## src/rtl/clkdiv_sync_pkg.sv

```systemverilog
package clkdiv_sync_pkg;

  typedef enum logic [1:0] {
    ST_HOLD  = 2'd0,
    ST_COUNT = 2'd1,
    ST_RUN   = 2'd2
  } rel_state_t;

  // Countdown length so that the first output edge of a zero-phase channel
  // lands on edge `lat` after the request drops: stages for the
  // synchronizer, one for HOLD->COUNT, one for the RUN edge.
  function automatic int release_cycles(input int lat, input int stages);
    return lat - stages - 2;
  endfunction

  // Divider counter step: reload on zero, else count down.
  function automatic logic [31:0] next_count(input logic [31:0] cnt,
                                             input logic [31:0] div);
    return (cnt == 32'd0) ? div : cnt - 32'd1;
  endfunction

endpackage

```

## src/rtl/clkdiv_sync_req.sv

```systemverilog
module clkdiv_sync_req #(
  parameter int SYNC_STAGES = 2
) (
  input  logic clk_i,
  input  logic rst_n_i,
  input  logic sync_n_i,
  input  logic pwrdn_n_i,
  input  logic cal_busy_i,
  input  logic soft_rst_i,
  input  logic dist_pd_i,
  input  logic sh_we_i,
  input  logic sh_din_i,
  input  logic update_i,
  output logic req_o
);

  logic soft_shadow_q;
  logic soft_act_q;
  logic raw_req;
  logic [SYNC_STAGES-1:0] sync_q;

  always_ff @(posedge clk_i or negedge rst_n_i) begin
    if (!rst_n_i) begin
      soft_shadow_q <= 1'b0;
      soft_act_q    <= 1'b0;
    end else begin
      if (sh_we_i)  soft_shadow_q <= sh_din_i;
      if (update_i) soft_act_q    <= soft_shadow_q;
    end
  end

  assign raw_req = ~sync_n_i | ~pwrdn_n_i | cal_busy_i |
                   soft_rst_i | dist_pd_i | soft_act_q;

  // Reset value of 1 makes release from reset a sync event.
  always_ff @(posedge clk_i or negedge rst_n_i) begin
    if (!rst_n_i) sync_q <= '1;
    else          sync_q <= {sync_q[SYNC_STAGES-2:0], raw_req};
  end

  assign req_o = sync_q[SYNC_STAGES-1];

  // the active soft sync bit moves only on an update strobe
  assert_soft_update_only_R7: assert property (
    @(posedge clk_i) disable iff (!rst_n_i)
    !update_i |=> $stable(soft_act_q));

endmodule

```

## src/rtl/clkdiv_sync_release.sv

```systemverilog
module clkdiv_sync_release
  import clkdiv_sync_pkg::*;
#(
  parameter int LATENCY     = 14,
  parameter int SYNC_STAGES = 2
) (
  input  logic clk_i,
  input  logic rst_n_i,
  input  logic req_i,
  output logic hold_o,
  output logic restart_o
);

  localparam int RC = release_cycles(LATENCY, SYNC_STAGES);
  localparam int CW = $clog2(RC + 1);
  localparam logic [CW-1:0] LAST = CW'(RC - 1);

  rel_state_t    state_q;
  logic [CW-1:0] cnt_q;
  logic          cnt_done;

  assign cnt_done  = (cnt_q == LAST);
  assign restart_o = (state_q == ST_COUNT) && cnt_done && !req_i;
  assign hold_o    = (state_q != ST_RUN);

  always_ff @(posedge clk_i or negedge rst_n_i) begin
    if (!rst_n_i) begin
      state_q <= ST_HOLD;
      cnt_q   <= '0;
    end else if (req_i) begin
      state_q <= ST_HOLD;
      cnt_q   <= '0;
    end else begin
      case (state_q)
        ST_HOLD: begin
          state_q <= ST_COUNT;
          cnt_q   <= '0;
        end
        ST_COUNT: begin
          if (cnt_done) state_q <= ST_RUN;
          else          cnt_q   <= cnt_q + CW'(1);
        end
        default: state_q <= ST_RUN;
      endcase
    end
  end

  // any synchronized request holds the channels on the next cycle
  assert_req_holds_R4: assert property (
    @(posedge clk_i) disable iff (!rst_n_i)
    req_i |=> hold_o);

  // a request during the countdown aborts it without a restart
  assert_abort_countdown_R9: assert property (
    @(posedge clk_i) disable iff (!rst_n_i)
    (state_q == ST_COUNT && req_i) |=> (state_q == ST_HOLD && !restart_o));

  // restart is a single pulse followed by running
  assert_restart_single_R3: assert property (
    @(posedge clk_i) disable iff (!rst_n_i)
    restart_o |=> (!restart_o && !hold_o));

  // the countdown never runs past its end
  assert_count_bound_R3: assert property (
    @(posedge clk_i) disable iff (!rst_n_i)
    (state_q == ST_COUNT) |-> (cnt_q <= LAST));

endmodule

```

## src/rtl/clkdiv_sync_chan.sv

```systemverilog
module clkdiv_sync_chan
  import clkdiv_sync_pkg::*;
#(
  parameter int DIVW = 8
) (
  input  logic            clk_i,
  input  logic            rst_n_i,
  input  logic            hold_i,
  input  logic            restart_i,
  input  logic            excl_i,
  input  logic [DIVW-1:0] div_i,
  input  logic [DIVW-1:0] phase_i,
  output logic            clk_o
);

  logic [DIVW-1:0] cnt_q;
  logic            out_q;
  logic            held;
  logic            tick;

  assign held = hold_i && !excl_i;
  assign tick = (cnt_q == '0);

  always_ff @(posedge clk_i or negedge rst_n_i) begin
    if (!rst_n_i) begin
      cnt_q <= '0;
      out_q <= 1'b0;
    end else if (held) begin
      cnt_q <= phase_i;
      out_q <= 1'b0;
    end else begin
      cnt_q <= DIVW'(next_count(32'(cnt_q), 32'(div_i)));
      if (tick) out_q <= ~out_q;
    end
  end

  assign clk_o = out_q;

  // a held channel is static low
  assert_hold_static_R2: assert property (
    @(posedge clk_i) disable iff (!rst_n_i)
    held |=> !clk_o);

  // at restart the counter carries the preset phase
  assert_restart_preset_R2: assert property (
    @(posedge clk_i) disable iff (!rst_n_i)
    (restart_i && !excl_i) |-> (cnt_q == phase_i));

  // an excluded channel toggles on every counter wrap, sync or not
  assert_excl_free_R1: assert property (
    @(posedge clk_i) disable iff (!rst_n_i)
    (excl_i && tick) |=> (clk_o != $past(clk_o)));

endmodule

```

## src/rtl/clkdiv_sync_top.sv

```systemverilog
module clkdiv_sync_top #(
  parameter int NCH         = 4,
  parameter int DIVW        = 8,
  parameter int LATENCY     = 14,
  parameter int SYNC_STAGES = 2
) (
  input  logic              clk_i,
  input  logic              rst_n_i,
  input  logic              sync_n_i,
  input  logic              pwrdn_n_i,
  input  logic              cal_busy_i,
  input  logic              soft_rst_i,
  input  logic              dist_pd_i,
  input  logic              sh_we_i,
  input  logic              sh_din_i,
  input  logic              update_i,
  input  logic [NCH-1:0]    excl_i,
  input  logic [NCH*DIVW-1:0] div_i,
  input  logic [NCH*DIVW-1:0] phase_i,
  output logic [NCH-1:0]    clk_o
);

  logic req_s;
  logic hold;
  logic restart;

  clkdiv_sync_req #(.SYNC_STAGES(SYNC_STAGES)) u_req (
    .clk_i      (clk_i),
    .rst_n_i    (rst_n_i),
    .sync_n_i   (sync_n_i),
    .pwrdn_n_i  (pwrdn_n_i),
    .cal_busy_i (cal_busy_i),
    .soft_rst_i (soft_rst_i),
    .dist_pd_i  (dist_pd_i),
    .sh_we_i    (sh_we_i),
    .sh_din_i   (sh_din_i),
    .update_i   (update_i),
    .req_o      (req_s)
  );

  clkdiv_sync_release #(.LATENCY(LATENCY), .SYNC_STAGES(SYNC_STAGES)) u_rel (
    .clk_i     (clk_i),
    .rst_n_i   (rst_n_i),
    .req_i     (req_s),
    .hold_o    (hold),
    .restart_o (restart)
  );

  for (genvar i = 0; i < NCH; i++) begin : g_chan
    clkdiv_sync_chan #(.DIVW(DIVW)) u_chan (
      .clk_i     (clk_i),
      .rst_n_i   (rst_n_i),
      .hold_i    (hold),
      .restart_i (restart),
      .excl_i    (excl_i[i]),
      .div_i     (div_i[i*DIVW +: DIVW]),
      .phase_i   (phase_i[i*DIVW +: DIVW]),
      .clk_o     (clk_o[i])
    );
  end

endmodule

```

## config.mk

```make
export PLATFORM = sky130hd
export DESIGN_NAME = clkdiv_sync_top
export DESIGN_NICKNAME = d
export VERILOG_FILES = /design/src/rtl/clkdiv_sync_pkg.sv /design/src/rtl/clkdiv_sync_req.sv /design/src/rtl/clkdiv_sync_release.sv /design/src/rtl/clkdiv_sync_chan.sv /design/src/rtl/clkdiv_sync_top.sv
export SDC_FILE = /design/constraint.sdc
export NUM_CORES = 1
export LEC_CHECK = 0
export ABC_AREA = 1
export BUFFER_PORTS_ARGS = -buffer_cell sky130_fd_sc_hd__buf_4
export CORE_ASPECT_RATIO = 1.75
export CORE_UTILIZATION = 29
export CTS_CLUSTER_DIAMETER = 80
export DETAILED_ROUTE_END_ITERATION = 16
export PLACE_DENSITY = 0.55
export SLEW_MARGIN = 15
export SYNTH_ARGS = -nofsm -noshare
export SYNTH_HDL_FRONTEND = slang
export SYNTH_SLANG_ARGS = --single-unit
```

## constraint.sdc

```tcl
create_clock -name clk_i -period 1.81 [get_ports clk_i]
set_input_delay 0 -clock clk_i [delete_from_list [all_inputs] [get_ports clk_i]]
set_output_delay 0 -clock clk_i [all_outputs]
set_load 0.1 [all_outputs]
```

==> impl_metrics.yaml <==
status:
  status: "finished clean"
sta:
  hold_viol_final: 0
  finClkSkew_ns: 0.005541
  slew_viol_final: 0
  setup_tns_ns: 0
  setup-violations-final: 0
  timing.hold.ws_ns: 0.02604
  max_clock_freq_ghz: 0.6378
  slew_headroom_pct: 56.53
  period_needed_ns: 1.568
  rsz0062_at_grt: "no"
  timing.final.crit_share_pct: 86.63
  worst_slew_pin_slew_ns: 0.6520
floorplanning:
  dieArea_sq_um: 11490
  start_util_pct: 29.95
  rows: 50
  die_height_um: 141.1
  core_area_sq_um: 10700
  die_w_um: 81.46
  ios: 82
place:
  gp_congestion: 0.7924
  portBuffers: 81
  place_area_sq_um: 3891
  place_hpwl_um: 5962
route:
  wl_per_cell_um: 11.64
  first_pass_iters: 4
  via_per_inst: 4.449
  routed_wl_um: 8134
  drt_iter0_markers: 145
  vias: 3110
  drcViolationCount: 0
  drtAntennaViolNets: 0
synthesis:
  synth_seq_area_share_pct: 36.00
  syn-cell-area_sq_um: 3204
  synth_fp_nets: 528
  ys.warnings.count: 0
  ys_seq_elements: 46
  synth_area_per_cell_sq_um: 7.283
  synthCells: 440
  synth.distinct_cells: 29
critical_path:
  crit_chain: "inv_1 -> ha_1 -> nand3_1 -> nor2_4 -> inv_1 -> nand3_1 -> nand2_1 -> nand2_1"
  reg2reg_from: "g_chan[1].u_chan.cnt_q[0]"
  arrival_ns: 1.80
  cp_slowest_stage_delay_ns: 0.38
  path_delay_family: "simple AND/OR/NAND/NOR gates"
  cp_slowest_cell: "dfrtp_1"
  worstSetupPathType: "reg -> reg"
  worstPathRequired_ns: 2.04
  crit_fanout: 13
  start_kind: "flop"
  crit_start: "g_chan[1].u_chan.cnt_q[0]"
  critical_path_buf_inv_count: 2
  worstSetupEndpointType: "flop"
flow_run:
  cap_violations: 0
cells_and_area:
  syn_to_final_growth_pct: 40.73
  multi_input_area_sq_um: 1652
  n_antenna_cell: 0
  nets: 656
  regArea_sq_um: 1154
  nFillCells: 1099
  fin_area_sq_um: 4509
  final_layout_size_suffix_gt1_share_pct: 24.96
grt:
  grt_overflow_total: 0
  met2_usage_pct: 30.04
  track_usage_pct: 15.15
  groute.layer.met1.usage_pct: 15.09
  grtUsageMet3_pct: 2.330
  antenna_found_initial: 0
  busiest_layer: "met2"
  grt_pass1_vias: 3145
  grt_pass1_wl_um: 13550
  grt_max_degree: 47
power:
  irDropWorstVdd_mv: 0.3709
  p_leak_nw: 2.375
  power_density_nw_per_um2: 661.1
cts:
  clkTransAtPathRegs_ns: 0.06
  post_cts_resize_count: 0
  htree_levels: 2
  numCtsBuffers: 5
  clk_latency_ns: 0.29
  cts_buffer_depth: 2
  cts_hold_buf: 47
  post_cts_buffers: 0
  cts_tree: "yes"
  cts_root_buf: "clkbuf_16"
  clock_sinks: 46
hold_path:
  holdCritPathClass: "in -> reg"
  hp-start: "div_i[10]"
## state kept, by name, summed over array words and instances (netlist names)
name	cells
u_req.soft_shadow_q	1
u_req.soft_act_q	1
u_rel.state_q	2
u_rel.cnt_q	4
g_chan.u_chan.cnt_q	32
g_chan.u_chan.clk_o	4
u_req.sync_q	2
## cells by family after synthesis
| logic type | count (synthesis) | synth area share [%] |
|---|---|---|
| fa+ha+maj | 10 | 3.905 |
| simple gates | 223 | 31.67 |
| buf+inv | 86 | 12.46 |
| flops | 46 | 36.00 |
| xor+xnor | 4 | 1.093 |
| compound gates | 71 | 14.88 |
## worst register-to-register path: stages, from the launching register on
cell     delay [ns]
dfrtp_1        0.38
inv_1          0.12
ha_1           0.17
nand3_1        0.12
nor2_4         0.30
inv_1          0.18
nand3_1        0.12
nand2_1        0.06
nand2_1        0.05
## Yosys cell counts
library cell | n | area, sq um
dfrtp_1 | 44 | 1101
nor2_2 | 1 | 6.260
o22ai_1 | 1 | 6.260
xnor2_1 | 4 | 35.03
nor2_8 | 2 | 40.04
inv_2 | 1 | 3.750
buf_4 | 4 | 30.03
dfstp_2 | 2 | 52.55
buf_8 | 1 | 15.01
nor2_1 | 37 | 138.9
a21oi_1 | 21 | 105.1
inv_1 | 73 | 274.0
o21ai_0 | 11 | 55.05
nand2_4 | 2 | 22.52
ha_1 | 10 | 125.1
o21ai_2 | 6 | 52.55
buf_12 | 1 | 20.02
nor4_1 | 1 | 6.260
nand3_1 | 36 | 180.2
nand2_2 | 2 | 12.51
o21ai_1 | 6 | 30.03
buf_2 | 3 | 15.01
bufbuf_8 | 1 | 18.77
nand2_1 | 126 | 473.0
nor2_4 | 7 | 78.83
a21oi_2 | 26 | 227.7
or2_1 | 6 | 37.54
nand4_1 | 3 | 18.77
buf_6 | 2 | 22.52
## cell usage in the layout (no fill, tap or decap), types with 2 or more instances in the layout
| cell type | n |
|---|---|
| buf_4 | 86 |
| xnor2_1 | 4 |
| a21oi_1 | 21 |
| o21ai_0 | 11 |
| dlygate4sd3_1 | 47 |
| dfrtp_1 | 44 |
| dfstp_2 | 2 |
| nor2_4 | 7 |
| or2_1 | 6 |
| nor2_8 | 2 |
| o21ai_1 | 6 |
| nand4_1 | 3 |
| inv_1 | 73 |
| clkbuf_16 | 5 |
| nand2_4 | 2 |
| nand2_1 | 126 |
| o21ai_2 | 6 |
| ha_1 | 10 |
| nor2_1 | 37 |
| a21oi_2 | 26 |
| nand3_1 | 36 |
| nand2_2 | 2 |
## final timing paths
| check | endpoint | slack (ns) | depth (start not counted) |
|---|---|---|---|
| hold reg to reg | u_req.sync_q[1] | 0.37 | 0 |
| min in group asynchronous | g_chan[2].u_chan.cnt_q[3] | 0.28 | 2 |
| setup reg to reg | g_chan[1].u_chan.cnt_q[6] | 0.24 | 8 |
| hold / removal | g_chan[1].u_chan.cnt_q[2] | 0.03 | 5 |
| max in group asynchronous | g_chan[0].u_chan.clk_o | 1.09 | 2 |
| setup / recovery | g_chan[1].u_chan.cnt_q[6] | 0.24 | 8 |
## final cells by class
| cell class | instances | share of cell area, % |
|---|---|---|
| well taps | 130 | 3.607 |
| inverters | 74 | 6.160 |
| repair buffers | 133 | 24.75 |
| clock buffers | 7 | 3.163 |
| clock inverters | 1 | 0.1110 |
| flip-flops and latches | 46 | 25.58 |
| multi-input cells | 308 | 36.63 |
## metrics by stage
step | setup slack, ns | power, mW | instances | utilization [%]
finish | 0.2421 | 2.981 | 699 | 42.15
global route | 0.06146 | 3.179 | 699 | 42.15
global placement | 0.3347 | 1.953 | 644 | 36.37
detailed placement | 0.2467 | 1.963 | 644 | 36.37
CTS | 0.2316 | 3.043 | 699 | 42.15
floorplan | 0.5358 | 1.701 | 440 | -
## layer usage
| metal | share of wire, % | vias up | routed length, um |
|---|---|---|---|
| met3 | 2.7 | 8 | 217 |
| met1 | 37 | 1431 | 3002 |
| li1 | - | 1619 | - |
| met4 | 1.7 | 0 | 137 |
| met2 | 59 | 52 | 4778 |
| met5 | 0 | - | 0 |
## power breakdown
group	leakage [nW]	switching, mW	internal, mW
logic	1.74	0.398	0.392
clock network	0.0739	0.416	0.549
registers	0.564	0.103	1.12
(Power assumes the default switching activity.)
